<file path="src/rtl/wts_pkg.sv">
`timescale 1ns/1ps
package wts_pkg;

  localparam logic [3:0] CMD_NOP = 4'b0111;
  localparam logic [3:0] CMD_RD  = 4'b0101;
  localparam logic [3:0] CMD_WR  = 4'b0100;
  localparam logic [3:0] CMD_PRE = 4'b0010;

  typedef enum logic [1:0] {
    ST_IDLE = 2'd0,
    ST_BEAT = 2'd1,
    ST_RD   = 2'd2,
    ST_GAP  = 2'd3
  } st_e;

  typedef enum logic [1:0] {
    FOL_NONE = 2'd0,
    FOL_READ = 2'd1,
    FOL_PRE  = 2'd2
  } follow_e;

  // beats in a burst for a length code
  function automatic int unsigned burst_beats(input logic [1:0] len, input int unsigned colw);
    case (len)
      2'd0:    return 2;
      2'd1:    return 4;
      2'd2:    return 8;
      default: return 32'd1 << colw;
    endcase
  endfunction

  // wanted beats; zero means open-ended (page with no count)
  function automatic int unsigned beats_wanted(input logic [1:0] len, input int unsigned stop,
                                               input int unsigned colw);
    int unsigned bl;
    bl = burst_beats(len, colw);
    if (stop == 0) return (len == 2'd3) ? 0 : bl;
    return (stop < bl) ? stop : bl;
  endfunction

  // idle cycles between last beat and precharge, exclusive of both
  function automatic int unsigned pre_gap(input int unsigned twr, input logic late);
    return twr + (late ? 32'd1 : 32'd0);
  endfunction

  // bank hold after an auto-precharged burst; recovery never below one clock
  function automatic int unsigned ap_hold(input int unsigned twr, input int unsigned trp);
    return ((twr == 0) ? 32'd1 : twr) + trp;
  endfunction

endpackage

</file>
<file path="src/rtl/wts_bank_timers.sv">
`timescale 1ns/1ps
module wts_bank_timers #(
  parameter int NB    = 4,
  parameter int BA_W  = 2,
  parameter int TMR_W = 4
) (
  input  logic             clk,
  input  logic             rst_n,
  input  logic             load,
  input  logic [BA_W-1:0]  load_bank,
  input  logic [TMR_W-1:0] load_val,
  output logic [NB-1:0]    bank_rdy
);

  for (genvar gi = 0; gi < NB; gi++) begin : g_bank
    logic [TMR_W-1:0] cnt;
    logic             hit;

    assign hit = load && (load_bank == BA_W'(gi));

    always_ff @(posedge clk) begin
      if (!rst_n)              cnt <= '0;
      else if (hit)            cnt <= load_val;
      else if (cnt != '0)      cnt <= cnt - 1'b1;
    end

    assign bank_rdy[gi] = (cnt == '0);

    AST_NO_RELOAD: assert property (@(posedge clk) disable iff (!rst_n)
      hit |-> (cnt == '0)) else $error("reload of counting bank");
    AST_RDY_RETURNS: assert property (@(posedge clk) disable iff (!rst_n)
      (!hit && cnt == TMR_W'(1)) |=> bank_rdy[gi]) else $error("bank stuck");
  end

endmodule

</file>
<file path="src/rtl/wts_burst_fsm.sv">
`timescale 1ns/1ps
module wts_burst_fsm
  import wts_pkg::*;
#(
  parameter int NB    = 4,
  parameter int BA_W  = 2,
  parameter int COL_W = 8,
  parameter int TWR   = 2,
  parameter int TRP   = 3,
  parameter int TMR_W = 4
) (
  input  logic             clk,
  input  logic             rst_n,
  input  logic             late_pre,
  input  logic             req_valid,
  input  logic [BA_W-1:0]  req_bank,
  input  logic [COL_W-1:0] req_col,
  input  logic [1:0]       req_len,
  input  logic [COL_W:0]   req_stop,
  input  logic [1:0]       req_follow,
  input  logic             req_ap,
  input  logic [COL_W-1:0] req_rd_col,
  input  logic             term_rd,
  input  logic             term_pre,
  input  logic [NB-1:0]    bank_rdy,
  output st_e              st_q,
  output logic             first_q,
  output logic [TMR_W-1:0] wait_q,
  output logic [BA_W-1:0]  bank_q,
  output logic [COL_W-1:0] col_q,
  output logic [COL_W-1:0] rdcol_q,
  output logic             ap_q,
  output logic             accept,
  output logic             last_beat,
  output logic             tmr_load,
  output logic [BA_W-1:0]  tmr_bank,
  output logic [TMR_W-1:0] tmr_val
);

  localparam int CW1 = COL_W + 1;

  logic [COL_W-1:0] beat_q;
  logic [CW1-1:0]   want_q;
  follow_e          fol_q;
  follow_e          fol_d;
  follow_e          act;
  logic             late_q;
  logic             hit_len;
  logic             pre_now;

  always_comb begin
    accept  = (st_q == ST_IDLE) && req_valid && bank_rdy[req_bank];
    if (req_follow == 2'd1)                fol_d = FOL_READ;
    else if (req_follow == 2'd2 && !req_ap) fol_d = FOL_PRE;
    else                                   fol_d = FOL_NONE;
    hit_len   = (want_q != '0) && ({1'b0, beat_q} == want_q - CW1'(1));
    last_beat = (st_q == ST_BEAT) && (hit_len || term_rd || term_pre);
    if (term_rd)       act = FOL_READ;
    else if (term_pre) act = ap_q ? FOL_NONE : FOL_PRE;
    else               act = fol_q;
    pre_now  = (st_q == ST_GAP) && (wait_q == '0);
    tmr_load = pre_now || (last_beat && act == FOL_NONE && ap_q);
    tmr_bank = bank_q;
    tmr_val  = pre_now ? TMR_W'(TRP) : TMR_W'(ap_hold(TWR, TRP));
  end

  always_ff @(posedge clk) begin
    if (!rst_n) begin
      st_q    <= ST_IDLE;
      first_q <= 1'b0;
      beat_q  <= '0;
      want_q  <= '0;
      fol_q   <= FOL_NONE;
      late_q  <= 1'b0;
      wait_q  <= '0;
      bank_q  <= '0;
      col_q   <= '0;
      rdcol_q <= '0;
      ap_q    <= 1'b0;
    end else begin
      unique case (st_q)
        ST_IDLE: begin
          if (accept) begin
            st_q    <= ST_BEAT;
            first_q <= 1'b1;
            beat_q  <= '0;
            bank_q  <= req_bank;
            col_q   <= req_col;
            rdcol_q <= req_rd_col;
            ap_q    <= req_ap;
            late_q  <= late_pre;
            fol_q   <= fol_d;
            want_q  <= CW1'(beats_wanted(req_len, 32'(req_stop), COL_W));
          end
        end
        ST_BEAT: begin
          first_q <= 1'b0;
          beat_q  <= beat_q + 1'b1;
          if (last_beat) begin
            unique case (act)
              FOL_READ: st_q <= ST_RD;
              FOL_PRE: begin
                st_q   <= ST_GAP;
                wait_q <= TMR_W'(pre_gap(TWR, late_q));
              end
              default: st_q <= ST_IDLE;
            endcase
          end
        end
        ST_RD: st_q <= ST_IDLE;
        ST_GAP: begin
          if (wait_q == '0) st_q <= ST_IDLE;
          else              wait_q <= wait_q - 1'b1;
        end
        default: st_q <= ST_IDLE;
      endcase
    end
  end

  AST_AP_NO_GAP: assert property (@(posedge clk) disable iff (!rst_n)
    (st_q == ST_GAP) |-> !ap_q) else $error("precharge wait with auto precharge");
  AST_BUSY_IGNORES: assert property (@(posedge clk) disable iff (!rst_n)
    (st_q == ST_BEAT && !last_beat) |=> (st_q == ST_BEAT && !first_q)) else $error("burst restarted");

endmodule

</file>
<file path="src/rtl/wts_cmd_drive.sv">
`timescale 1ns/1ps
module wts_cmd_drive
  import wts_pkg::*;
#(
  parameter int BA_W   = 2,
  parameter int COL_W  = 8,
  parameter int ADDR_W = 13,
  parameter int AP_BIT = 10,
  parameter int DQ_W   = 16,
  parameter int TMR_W  = 4
) (
  input  st_e              st_q,
  input  logic             first_q,
  input  logic [TMR_W-1:0] wait_q,
  input  logic [BA_W-1:0]  bank_q,
  input  logic [COL_W-1:0] col_q,
  input  logic [COL_W-1:0] rdcol_q,
  input  logic             ap_q,
  input  logic [DQ_W-1:0]  wdata_in,
  output logic [3:0]       cmd,
  output logic [BA_W-1:0]  ba,
  output logic [ADDR_W-1:0] addr,
  output logic [DQ_W-1:0]  dq,
  output logic             dq_oe,
  output logic             dqm
);

  always_comb begin
    cmd   = CMD_NOP;
    ba    = bank_q;
    addr  = '0;
    dq    = '0;
    dq_oe = 1'b0;
    dqm   = 1'b0;
    unique case (st_q)
      ST_BEAT: begin
        dq_oe = 1'b1;
        dq    = wdata_in;
        if (first_q) begin
          cmd  = CMD_WR;
          addr = ADDR_W'(col_q) | (ADDR_W'(ap_q) << AP_BIT);
        end
      end
      ST_RD: begin
        cmd  = CMD_RD;
        addr = ADDR_W'(rdcol_q);
      end
      ST_GAP: begin
        dqm = 1'b1;
        if (wait_q == '0) cmd = CMD_PRE;
      end
      default: ;
    endcase
  end

endmodule

</file>
<file path="src/rtl/wr_term_seq.sv">
`timescale 1ns/1ps
module wr_term_seq
  import wts_pkg::*;
#(
  parameter int NB     = 4,
  parameter int COL_W  = 8,
  parameter int ADDR_W = 13,
  parameter int AP_BIT = 10,
  parameter int DQ_W   = 16,
  parameter int TWR    = 2,
  parameter int TRP    = 3,
  localparam int BA_W  = (NB > 1) ? $clog2(NB) : 1,
  localparam int TMR_W = $clog2(TWR + TRP + 3) + 1
) (
  input  logic              clk,
  input  logic              rst_n,
  input  logic              late_pre,
  input  logic              req_valid,
  input  logic [BA_W-1:0]   req_bank,
  input  logic [COL_W-1:0]  req_col,
  input  logic [1:0]        req_len,
  input  logic [COL_W:0]    req_stop,
  input  logic [1:0]        req_follow,
  input  logic              req_ap,
  input  logic [COL_W-1:0]  req_rd_col,
  input  logic              term_rd,
  input  logic              term_pre,
  input  logic [DQ_W-1:0]   wdata_in,
  output logic [3:0]        cmd_o,
  output logic [BA_W-1:0]   ba_o,
  output logic [ADDR_W-1:0] addr_o,
  output logic [DQ_W-1:0]   dq_o,
  output logic              dq_oe_o,
  output logic              dqm_o,
  output logic              busy_o,
  output logic [NB-1:0]     bank_rdy_o
);

  st_e              st_q;
  logic             first_q;
  logic [TMR_W-1:0] wait_q;
  logic [BA_W-1:0]  bank_q;
  logic [COL_W-1:0] col_q;
  logic [COL_W-1:0] rdcol_q;
  logic             ap_q;
  logic             accept_ev;
  logic             last_beat_ev;
  logic             tmr_load;
  logic [BA_W-1:0]  tmr_bank;
  logic [TMR_W-1:0] tmr_val;
  logic             pre_issue_ev;
  logic             rd_issue_ev;

  wts_burst_fsm #(
    .NB(NB), .BA_W(BA_W), .COL_W(COL_W), .TWR(TWR), .TRP(TRP), .TMR_W(TMR_W)
  ) u_fsm (
    .clk(clk), .rst_n(rst_n), .late_pre(late_pre),
    .req_valid(req_valid), .req_bank(req_bank), .req_col(req_col),
    .req_len(req_len), .req_stop(req_stop), .req_follow(req_follow),
    .req_ap(req_ap), .req_rd_col(req_rd_col),
    .term_rd(term_rd), .term_pre(term_pre), .bank_rdy(bank_rdy_o),
    .st_q(st_q), .first_q(first_q), .wait_q(wait_q), .bank_q(bank_q),
    .col_q(col_q), .rdcol_q(rdcol_q), .ap_q(ap_q),
    .accept(accept_ev), .last_beat(last_beat_ev),
    .tmr_load(tmr_load), .tmr_bank(tmr_bank), .tmr_val(tmr_val)
  );

  wts_cmd_drive #(
    .BA_W(BA_W), .COL_W(COL_W), .ADDR_W(ADDR_W), .AP_BIT(AP_BIT),
    .DQ_W(DQ_W), .TMR_W(TMR_W)
  ) u_drv (
    .st_q(st_q), .first_q(first_q), .wait_q(wait_q), .bank_q(bank_q),
    .col_q(col_q), .rdcol_q(rdcol_q), .ap_q(ap_q), .wdata_in(wdata_in),
    .cmd(cmd_o), .ba(ba_o), .addr(addr_o), .dq(dq_o),
    .dq_oe(dq_oe_o), .dqm(dqm_o)
  );

  wts_bank_timers #(
    .NB(NB), .BA_W(BA_W), .TMR_W(TMR_W)
  ) u_tmr (
    .clk(clk), .rst_n(rst_n), .load(tmr_load), .load_bank(tmr_bank),
    .load_val(tmr_val), .bank_rdy(bank_rdy_o)
  );

  assign busy_o       = (st_q != ST_IDLE);
  assign pre_issue_ev = (cmd_o == CMD_PRE);
  assign rd_issue_ev  = (cmd_o == CMD_RD);

  AST_PRE_MASKED: assert property (@(posedge clk) disable iff (!rst_n)
    pre_issue_ev |-> (dqm_o && $past(dqm_o))) else $error("unmasked precharge");
  AST_PRE_AFTER_DATA: assert property (@(posedge clk) disable iff (!rst_n)
    pre_issue_ev |-> (!dq_oe_o && !$past(dq_oe_o))) else $error("precharge too early");
  AST_RD_NO_GAP: assert property (@(posedge clk) disable iff (!rst_n)
    rd_issue_ev |-> (!dq_oe_o && $past(dq_oe_o))) else $error("read not adjacent");
  AST_WR_BANK_READY: assert property (@(posedge clk) disable iff (!rst_n)
    (cmd_o == CMD_WR) |-> bank_rdy_o[ba_o]) else $error("write to recovering bank");
  AST_BEAT_UNMASKED: assert property (@(posedge clk) disable iff (!rst_n)
    dq_oe_o |-> !dqm_o) else $error("wanted beat masked");
  AST_PRE_LOADS_TIMER: assert property (@(posedge clk) disable iff (!rst_n)
    (pre_issue_ev && TRP > 0) |=> !bank_rdy_o[$past(ba_o)]) else $error("no recovery hold");

endmodule

</file>
<file path="config.mk">
export PLATFORM = sky130hd
export DESIGN_NAME = wr_term_seq
export DESIGN_NICKNAME = d
export VERILOG_FILES = /design/src/rtl/wts_pkg.sv /design/src/rtl/wts_bank_timers.sv /design/src/rtl/wts_burst_fsm.sv /design/src/rtl/wts_cmd_drive.sv /design/src/rtl/wr_term_seq.sv
export SDC_FILE = /design/constraint.sdc
export NUM_CORES = 1
export LEC_CHECK = 0
export ABC_AREA = 1
export BUFFER_PORTS_ARGS = -buffer_cell sky130_fd_sc_hd__buf_4
export CAP_MARGIN = 20
export CORE_ASPECT_RATIO = 0.7
export CORE_MARGIN = 8
export CORE_UTILIZATION = 45
export DETAILED_ROUTE_END_ITERATION = 7
export GPL_TIMING_DRIVEN = 0
export PLACE_DENSITY = 0.68
export SLEW_MARGIN = 0
export SYNTH_ARGS = -nofsm -noshare
export SYNTH_HDL_FRONTEND = slang
export SYNTH_SLANG_ARGS = --single-unit
</file>
<file path="constraint.sdc">
create_clock -name clk -period 2.8 [get_ports clk]
set_input_delay 0.42 -clock clk [delete_from_list [all_inputs] [get_ports clk]]
set_output_delay 0.42 -clock clk [all_outputs]
set_load 0.02 [all_outputs]
</file>
==> results.md <==
- Crit path max-delay cell type: ha_1
- Met1 usage: 24.4%
- Die Wd: 126 um
- Total grt overflow: 0
- Synth warn: 0
- GPL Wtd Cong: 0.892
- PortBufs: 90
- Vias: 4027
- Post-synth EDFFs: 0
- Mapped Cells: 580
- Seq/Total Area, Yosys: 32.3%
- Clock root buffer: clkbuf_16
- R2R Setup Slk: 0.43 ns
- Drt first pass iters: 5
- Worst flop-to-flop path startpoint: u_fsm.want_q[0]
- Clock latency on the worst-skew pair: 0.33 ns
- HPWL after detailed placement: 8.50 mm
- Fraction of layout cells with a size suffix above 1: 23.8%
- # hold bufs at CTS: 0
- Synth Cell Area: 3840 um2
- F_max: 381 MHz
- CP Capture Type: output pin
- Initial antenna violation count: 0
- Async S/R FF share, synth: 0%
- Number of vias per cell: 5.07
- TritonCTS clock tree: built
- Avg WL per Cell: 13.6 um
- Core area: 8370 um2
- Row cnt: 28
- Area of the die: 11800 um2
- CTS H-tree lvls: 3
- Fill count: 763
- Syn_area_per_cell: 6.63 um2
- Post-synth top area share: 32.3%
- Clock Sinks: 62
- CP Cell Sequence: inv_1, ha_1, clkbuf_2, clkbuf_2, nand3_1, a21oi_1, buf_4
- Vias in the first global route: 3842
- GRT met2 Usage: 28.2%
- Starting Density: 45.9%
- Status: finished, final reports clean
- Post-synthesis register bit count: 62
- GR Layer Usage met3: 7.27%
- N_diodes: 0
- Gr usage total: 18.6%
- DRC Markers: 0
- GR peak layer: met2
- Largest area contributor in the netlist: dfxtp_1
- Period utilization: 93.7%
- Dpl ws: 0.230 ns
- Setup-failing EPs final: 0
- Cell variety after synth: 39
- Maxcap violations: 0
- First-pass GRT wire length: 17.9 mm
- Worst slew pin tran: 0.561 ns
- Setup TNS: 0 ns
- Leak Pwr: 2.52 nW
- Worst Skew: 0.00777 ns
- Starting DRC count in detailed routing: 293
- Largest cells by area after synthesis: dfxtp_1 (32%), nand2_1 (14%), inv_1 (7.9%), a21oi_1 (6.9%), ha_1 (6.2%)
- CP most frequent cell: clkbuf_2
- Crit path DAT: 2.20 ns
- Final min period: 2.62 ns
- Fin nets: 758
- Startpoint types: flop
- Buffer count from post-CTS setup fixing: 0
- Reg2reg end: u_tmr.g_bank[3].cnt[1]
- RSZ-0062 raised after global routing: false
- Hold worst-path end: u_fsm.want_q[7]
- Worst slew margin: 62.6%
- Setup ws final: 0.175 ns
- Pin count of the biggest net entering global routing: 13
- Synth Flop Type: dfxtp_1
- Final number of max-transition violations: 0
- Ports: 96
- Peak supply drop: 0.000387 V
- Worst min path class: primary input to flop
- Hold Path Origin: req_stop[7]
- Worst EP required: 2.38 ns
- PD cells: 941 nW/um2
- Worst-path clk slew: 0.06 ns
- Endpoints failing hold: 0
- R2R depth: 18
- Hold path depth: 3
- Clock Path Buffers: 2
- Area Growth Syn to Fin: 29.5%
- Post-Route WL: 10.8 mm
- CP max FO: 10
- Max incr delay on CP: 0.34 ns
- Inserted Clock Buffers: 9
- Routed Antenna Nets: 0
- Setup Crit Path Kind: flop to output pin
- Die Y: 93.3 um
==> synth_stat cells (3+ instances only) <==
cell / number
nor2_1: 56
clkbuf_1: 9
o21ai_0: 15
nand2_4: 6
nand3_1: 36
dfxtp_1: 62
ha_1: 19
nand4_1: 4
nor2_4: 4
inv_2: 6
nor3_1: 5
nand2_2: 13
buf_4: 5
o21ai_1: 3
nor2_2: 9
a31oi_1: 3
a22oi_1: 5
a21oi_1: 53
inv_1: 81
xnor2_1: 3
buf_2: 5
xor2_1: 10
a211oi_1: 4
or2_2: 4
nand2_1: 139
==> layout by cell type (no fill, tap or decap), types with 6 or more instances in the layout <==
cell	netlist	final
nand2_1	139	139
buf_4	5	95
inv_1	81	81
dfxtp_1	62	62
nor2_1	56	56
a21oi_1	53	53
nand3_1	36	36
ha_1	19	19
o21ai_0	15	15
nand2_2	13	13
xor2_1	10	10
nor2_2	9	9
clkbuf_16	0	9
clkbuf_1	9	8
inv_2	6	6
nand2_4	6	6
==> per-stage QoR <==
stage	instance area [um2]	power, mW	hold slack, ns	util (%)	std cells
final	4980	4.69	0.343	59.5	795
after global routing	4980	5.04	0.345	59.5	795
after CTS	4980	4.69	0.338	59.4	795
after detailed placement	4670	3.55	0.459	55.7	779
after global placement	4670	3.48	0.455	55.7	779
after floorplan	3860	2.87	0.437	-	584
==> critical path, delay by kind of cell (launching register included) <==
family | cells | cell delay (ns)
AO/OA/AOI/OAI | 1 | 0.21
buffers and inverters | 4 | 0.90
adder cells (fa/ha/maj) | 1 | 0.34
flip-flops | 1 | 0.33
AND/OR/NAND/NOR | 1 | 0.10
==> sequential cells by signal (all words and copies together), names as in the netlist, 2 cells and up <==
name / cells
u_fsm.st_q: 2
u_fsm.col_q: 8
u_fsm.fol_q: 2
u_tmr.g_bank.cnt: 16
u_fsm.bank_q: 2
u_fsm.rdcol_q: 8
u_fsm.want_q: 9
u_fsm.wait_q: 4
u_fsm.beat_q: 8
==> kinds of logic (layout without fill, tap and decap cells) <==
kind of cell | count (synthesis) | count (layout) | synth area share (%)
flops | 62 | 62 | 32.3
xor+xnor | 13 | 13 | 2.96
other cells | 1 | 5 | 0.0975
buf+inv | 110 | 216 | 11.4
compound gates | 87 | 87 | 12.2
fa+ha+maj | 19 | 19 | 6.18
simple gates | 288 | 288 | 34.9
==> routing by layer <==
metal / share of wire [%] / wire [um]
met1: 49 / 5250
met2: 42 / 4530
met3: 9.0 / 967
met4: 0.53 / 57
met5: 0 / 0
==> worst max-delay path by stage <==
| stage | start | endpoint | depth (start not counted) |
|---|---|---|---|
| after floorplan | u_fsm.st_q[1] | addr_o[10] | 5 |
| after global placement | u_fsm.st_q[1] | addr_o[7] | 7 |
| after detailed placement | u_fsm.st_q[1] | addr_o[5] | 7 |
| after CTS | u_fsm.st_q[1] | addr_o[5] | 7 |
| after global routing | u_fsm.st_q[1] | addr_o[7] | 7 |
| final | u_fsm.st_q[1] | addr_o[5] | 7 |
==> final cells by class <==
type / count / area, um2 / share of cell area (%)
Multi-Input combinational cell: 412 / 2180 / 43.8
Clock inverter: 6 / 70.1 / 1.41
Timing Repair Buffer: 90 / 676 / 13.6
Sequential cell: 62 / 1240 / 24.9
Clock buffer: 10 / 239 / 4.80
Tap cell: 105 / 131 / 2.64
Inverter: 89 / 334 / 6.71
Buffer: 21 / 106 / 2.14
==> where the power goes <==
part           internal, mW  switching [mW]
clock                 0.717           0.421
combinational         0.858            1.45
sequential             1.10           0.143
total                  2.67            2.01
==> what timing repair did <==
item,4_1_cts,5_1_grt
gates resized for setup,1,1
hold endpoints to repair,0,0
setup endpoints to repair,6,5
gates cloned,0,0
Note: power is estimated with default switching activity, not from simulation.
